`src/rtl/serial_adc_reader.sv`:
```
`timescale 1ns/1ps
module serial_adc_reader #(
  parameter int CPOL         = 0,
  parameter int CPHA         = 0,
  parameter int DATA_W       = 12,
  parameter int OUT_W        = 16,
  parameter int SYS_CLK_HZ   = 50_000_000,
  parameter int SCLK_MAX_HZ  = 28_800_000,
  parameter int HALF_DIV_MIN = 1
) (
  input  logic             clk,
  input  logic             rst_n,
  input  logic             start_i,
  input  logic             bipolar_i,
  input  logic             sdo_i,
  output logic             cnv_n_o,
  output logic             sclk_o,
  output logic             busy_o,
  output logic             valid_o,
  output logic [OUT_W-1:0] result_o,
  output logic             frame_err_o
);
  localparam int   FRAME_W   = DATA_W + 4;
  localparam int   TOGGLES   = 2 * FRAME_W;
  localparam int   HALF_CALC = (SYS_CLK_HZ + 2 * SCLK_MAX_HZ - 1) / (2 * SCLK_MAX_HZ);
  localparam int   HALF_DIV  = (HALF_CALC > HALF_DIV_MIN) ? HALF_CALC : HALF_DIV_MIN;
  localparam int   DIV_W     = $clog2(HALF_DIV + 1);
  localparam int   TOG_W     = $clog2(TOGGLES + 1);
  localparam logic CAP_LVL   = (CPOL == CPHA);
  localparam logic IDLE_LVL  = 1'(CPOL);

  logic [DIV_W-1:0]   div_q;
  logic [TOG_W-1:0]   tog_q;
  logic [FRAME_W-1:0] sr_q;

  wire tick = busy_o && (div_q == DIV_W'(HALF_DIV - 1));
  wire cap  = tick && ((~sclk_o) == CAP_LVL);
  wire last = tick && (tog_q == TOG_W'(TOGGLES - 1));

  wire [FRAME_W-1:0] sr_nx = cap ? {sr_q[FRAME_W-2:0], sdo_i} : sr_q;
  wire [DATA_W-1:0]  code  = sr_nx[DATA_W:1];
  wire               ferr  = (|sr_nx[FRAME_W-1:FRAME_W-3]) | sr_nx[0];
  wire [OUT_W-1:0]   ext   = {{(OUT_W-DATA_W){bipolar_i & code[DATA_W-1]}}, code};

  always_ff @(posedge clk or negedge rst_n) begin
    if (!rst_n) begin
      busy_o      <= 1'b0;
      cnv_n_o     <= 1'b1;
      sclk_o      <= IDLE_LVL;
      valid_o     <= 1'b0;
      result_o    <= '0;
      frame_err_o <= 1'b0;
      div_q       <= '0;
      tog_q       <= '0;
      sr_q        <= '0;
    end else begin
      valid_o <= 1'b0;
      if (!busy_o && !valid_o && start_i) begin
        busy_o  <= 1'b1;
        cnv_n_o <= 1'b0;
        div_q   <= '0;
        tog_q   <= '0;
        sr_q    <= '0;
      end else if (busy_o) begin
        div_q <= tick ? '0 : div_q + 1'b1;
        sr_q  <= sr_nx;
        if (tick) begin
          sclk_o <= ~sclk_o;
          tog_q  <= tog_q + 1'b1;
        end
        if (last) begin
          busy_o      <= 1'b0;
          cnv_n_o     <= 1'b1;
          valid_o     <= 1'b1;
          result_o    <= ext;
          frame_err_o <= ferr;
        end
      end
    end
  end
endmodule

```
`config.mk`:
```
export PLATFORM = sky130hd
export DESIGN_NAME = serial_adc_reader
export DESIGN_NICKNAME = d
export VERILOG_FILES = /design/src/rtl/serial_adc_reader.sv
export SDC_FILE = /design/constraint.sdc
export NUM_CORES = 1
export LEC_CHECK = 0
export BUFFER_PORTS_ARGS = -buffer_cell sky130_fd_sc_hd__buf_4
export CAP_MARGIN = 20
export CORE_MARGIN = 8
export CORE_UTILIZATION = 45
export CTS_CLUSTER_SIZE = 25
export DETAILED_ROUTE_END_ITERATION = 12
export PLACE_DENSITY = 0.72
export SLEW_MARGIN = 40
export SYNTH_ARGS = -nofsm -noshare
export SYNTH_HDL_FRONTEND = slang
export SYNTH_SLANG_ARGS = --single-unit
```
`constraint.sdc`:
```
create_clock -name clk -period 3 [get_ports clk]
set_clock_uncertainty 0.05 [all_clocks]
set_input_delay 0.6 -clock clk [delete_from_list [all_inputs] [get_ports clk]]
set_output_delay 0.6 -clock clk [all_outputs]
set_load 0.05 [all_outputs]
```
**Yosys cells after proc, flatten, opt, wreduce, memory -nomap -nowiden**

Cells that the tools add are included.
W data, S select, Z words.

- Register bits: 41
- Bits of input ports: 5
- Word-level logic and storage cells: 50

- Add/sub/neg operators: 2
- Equal/unequal tests: 1
- Muxes and demuxes: 18
- Bitwise gates (word level): 5
- Reduce and logical (&&, ||, !) cells: 15

Operator list:

| kind | count |
|---|---|
| $mux W16 | 3 |
| $mux W6 | 3 |
| $mux W1 | 12 |
| $add A6 B1 Y6 const B | 1 |
| $eq A6 B5 Y1 const B | 1 |
| $reduce_and A3 Y1 | 2 |
| $reduce_bool A2 Y1 | 3 |
| $logic_and A1 B1 Y1 | 5 |
| $reduce_and A2 Y1 | 2 |
| $not A1 Y1 | 3 |
| $reduce_or A3 Y1 | 1 |
| $logic_not A1 Y1 | 2 |
| $add A1 B1 Y1 const B | 1 |
| $and A1 B1 Y1 | 1 |
| $or A1 B1 Y1 | 1 |

**Longest topological paths before layout**

- Depth after elaboration: 6
- Mapped depth: 5
- Mapped depth without buffers: 4

**Worst setup path after synthesis**

No wires, ideal clock.

- Path kind: flip-flop to flip-flop
- Start: register busy_o
- End: register frame_err_o
- Library setup time: 125 ps
- Arrival time: 1761 ps
- Required time: 2825 ps
- Setup slack: 1063 ps
- Cell stages (with the launch flop): 6
- Buffers on the path: 2
- Clock period less this slack: 1937 ps
- Cells stage by stage: dfrtp_1 -> buf_6 -> nand4b_4 -> nor3_4 -> buf_6 -> mux2_4

- Cells in the longest elaborated chain, start to end: 5
- Elaborated cells on any way between the ends: 11
- Those cells by class: 1 x mux; 2 x bitwise; 8 x reduce/logical

RTL lines:

| item | line | RTL |
|---|---|---|
| start, declared | 18 | `output logic busy_o,` |
| start signal, assigned | 47 | `busy_o <= 1'b0;` |
| start signal, assigned | 59 | `busy_o <= 1'b1;` |
| start signal, assigned | 72 | `busy_o <= 1'b0;` |
| $logic_and A1 B1 Y1 or $logic_not A1 Y1 (tied branches) | 36, 58 |  |
| $logic_and A1 B1 Y1, on equally long branches | 37, 58 |  |
| $mux W16 or $logic_and A1 B1 Y1 (tied branches) | 40, 58 |  |
| $reduce_or A3 Y1 or $not A1 Y1 (tied branches) | -- |  |
| $or A1 B1 Y1 or $reduce_and A3 Y1 (tied branches) | -- |  |
| end signal, assigned | 76 | `frame_err_o <= ferr;` |
| end, declared | 21 | `output logic frame_err_o` |

Parallel ways exist; a longest one is shown, timed or not.
A chain may end at the register's enable or synchronous reset.

**Final worst setup path**

- Start: register busy_o
- End: register result_o[2]

- Cells in the longest elaborated chain, start to end: 5
- Elaborated cells on any way between the ends: 9
- Those cells by class: 1 x mux; 1 x bitwise; 7 x reduce/logical

RTL lines:

| item | line | RTL |
|---|---|---|
| $logic_not A1 Y1 | 58 | `if (!busy_o && !valid_o && start_i) begin` |
| $logic_and A1 B1 Y1 (2 in series) | 58 |  |
| $not A1 Y1 (no source line) | -- |  |
| $reduce_and A3 Y1 (no source line) | -- |  |
| end signal, assigned | 75 | `result_o <= ext;` |
| end, declared | 20 | `output logic [OUT_W-1:0] result_o,` |

Parallel ways exist; a longest one is shown, timed or not.

==> impl_metrics.json <==
{
  "status": "completed",
  "clockBufferDepth": 2,
  "antenna_found_initial": 0,
  "antenna_cells": 0,
  "worst_pin_slew_ns": 0.783,
  "cp_slowest_cell": "dfrtp_1",
  "ctsHoldBuffers": 0,
  "endpoint_kind": "register",
  "path_cells": "nand4b_4 > nor3_4 > mux2_2",
  "dp_hpwl_mm": 2.48,
  "netlist_area_sq_um": 1890,
  "drc": 0,
  "initial_utilization": 0.469,
  "wl_per_cell_um": 16.2,
  "ys_seq_area_frac": 0.544,
  "dpl_cell_area_sq_um": 2090,
  "synth_compound_area_frac": 0.113,
  "hold_class": "input pin to async pin",
  "coreArea_sq_um": 4030,
  "numCtsBuffers": 5,
  "synth_edf_count": 0,
  "ys_warn_count": 0,
  "max_freq_ghz": 0.439,
  "netlist.area_leader.share": 0.530,
  "die_width_um": 80.8,
  "insertion_delay_ns": 0.29,
  "root_buffer": "clkbuf_8",
  "critical-path-max-stage-delay_ns": 0.82,
  "grt_pass1_vias": 1197,
  "wl_mm": 3.48,
  "cts_setup_buffers": 0,
  "finalCriticalPeriod_ns": 2.28,
  "critical_path_class": "register to register",
  "htree_levels": 2,
  "synth_area_leaders": "dfrtp_1 (53%), mux2_2 (8.3%), mux2_4 (7.2%)",
  "fin_area_sq_um": 2210,
  "path_clk_slew_ns": 0.07,
  "ctsResizeCount": 0,
  "setup_viol": 0,
  "worst-path-max-fanout": 21,
  "vias": 1192,
  "synthAdderAreaFrac": 0.00663,
  "vdd_drop_max_mv": 0.564,
  "hold_viol": 0,
  "fp.dieH_um": 80.8,
  "grt_pass1_wl_mm": 5.67,
  "io_buffers": 25,
  "drive_above_1_share": 0.394,
  "drtAntennaViolNets": 0,
  "yosysMostFrequentCell": "dfrtp_1",
  "synthCells": 138,
  "cts_tree": "yes",
  "p_leak_uw": 0.00107,
  "synth_largest_area_cell": "dfrtp_1",
  "grt_use_total": 0.113,
  "cp_data_arrival_time_ns": 2.40,
  "yosys.area_share.simple": 0.0901,
  "synth_xor_area_frac": 0.00928,
  "fin_nets": 170,
  "holdWs_ns": 0.227,
  "rsz0062_at_grt": "false",
  "synth_common_cells": "dfrtp_1 (40), mux2_2 (14), a22o_1 (11)",
  "synth_top_flop_cell": "dfrtp_1",
  "max_slew_margin": 0.478,
  "synthesis.nets": 144,
  "area_delta_synth_final_pct": 17.1,
  "synth.distinct_cells": 33,
  "critPathTopFamily": "simple AND/OR/NAND/NOR gates",
  "synthMuxAreaShare": 0.187,
  "synth_top_family_by_area": "multiplexers",
  "required_ns": 3.12,
  "design.portCount": 26,
  "vias_per_cell": 5.54,
  "p_per_area_nw_per_um2": 1230,
  "timing.final.crit_share": 0.759,
  "grt_max_degree": 42,
  "first_pass_iters": 4,
  "routabilityCongestion": 0.714,
  "synth-seq-cells": 41,
  "synth.avg_cell_area_sq_um": 13.7,
  "dieArea_sq_um": 6520,
  "drtIter0Drc": 53,
  "worst-path-buf-inv": 0,
  "startpoint_type": "register",
  "cts_sinks": 41,
  "finalMaxSlewViolations": 0,
  "rows": 23,
  "setup_tns_ns": 0,
  "grt.overflow.total": 0,
  "synthArstFlopShare": 1.00,
  "cap_violations": 0
}
flip-flops by register name, indices dropped and copies added, names as in the netlist:
register	count
frame_err_o	1
busy_o	1
div_q	1
cnv_n_o	1
tog_q	6
result_o	13
sr_q	16
sclk_o	1
valid_o	1
area by class of cell:
cell class              count  area, sq um
clock buffers               6         82.6
clock inverters             2         37.5
fillers                   359         1820
inverters                   5         18.8
multi-input cells          83          772
flip-flops and latches     41         1030
well taps                  50         62.6
repair buffers             28          210
cells in the final DEF (no fill, tap or decap), types with 2 or more instances in the layout:
cell type	instances
o21ai_0	4
or3_1	3
nor4_1	2
a21oi_1	5
o22ai_1	2
nor3b_2	2
clkbuf_8	6
mux2i_1	6
a22o_1	11
dfrtp_1	40
inv_1	5
nand3_1	2
buf_4	28
nand2_1	2
nor2_1	2
mux2_4	9
o2bb2ai_1	5
nand3b_1	3
mux2_2	14
metrics by stage:
stage | cells | util | power [uW] | worst slack (ns)
6_report | 215 | 0.549 | 2710 | 0.723
5_1_grt | 215 | 0.549 | 2880 | 0.566
4_1_cts | 215 | 0.548 | 2750 | 0.712
3_5_place_dp | 207 | 0.518 | 2290 | 0.732
3_3_place_gp | 207 | 0.518 | 2230 | 0.817
2_1_floorplan | 138 | - | 1990 | 1.06
power by group:
group          leakage (uW)  switching, uW  total [uW]  internal (uW)
Sequential         0.000514            207         998            790
Combinational      0.000503            712        1260            549
Clock             0.0000574            183         453            270
metal layers:
metal | global-route usage | part of all wire
met1 | 0.140 | 0.45
met2 | 0.172 | 0.47
met3 | 0.0419 | 0.061
met4 | 0.0482 | 0.015
met5 | 0 | 0
worst paths after layout:
| path | from | end | slack [ns] | cells after the start |
|---|---|---|---|---|
| min in group clk | cnv_n_o | cnv_n_o | 0.46 | 2 |
| worst min register to register | cnv_n_o | cnv_n_o | 0.46 | 2 |
| worst max register to register | busy_o | result_o[2] | 0.72 | 3 |
| worst min-delay path | rst_n | sclk_o | 0.23 | 1 |
| max in group asynchronous | rst_n | cnv_n_o | 2.30 | 1 |
| worst max-delay path | busy_o | result_o[2] | 0.72 | 3 |
cell families after synthesis:
logic type      after synthesis
compound gates               29
buf+inv                      14
mux                          29
flops                        41
simple gates                 22
xor+xnor                      2
fa+ha+maj                     1
No activity file was read; power rests on OpenSTA's default activity.
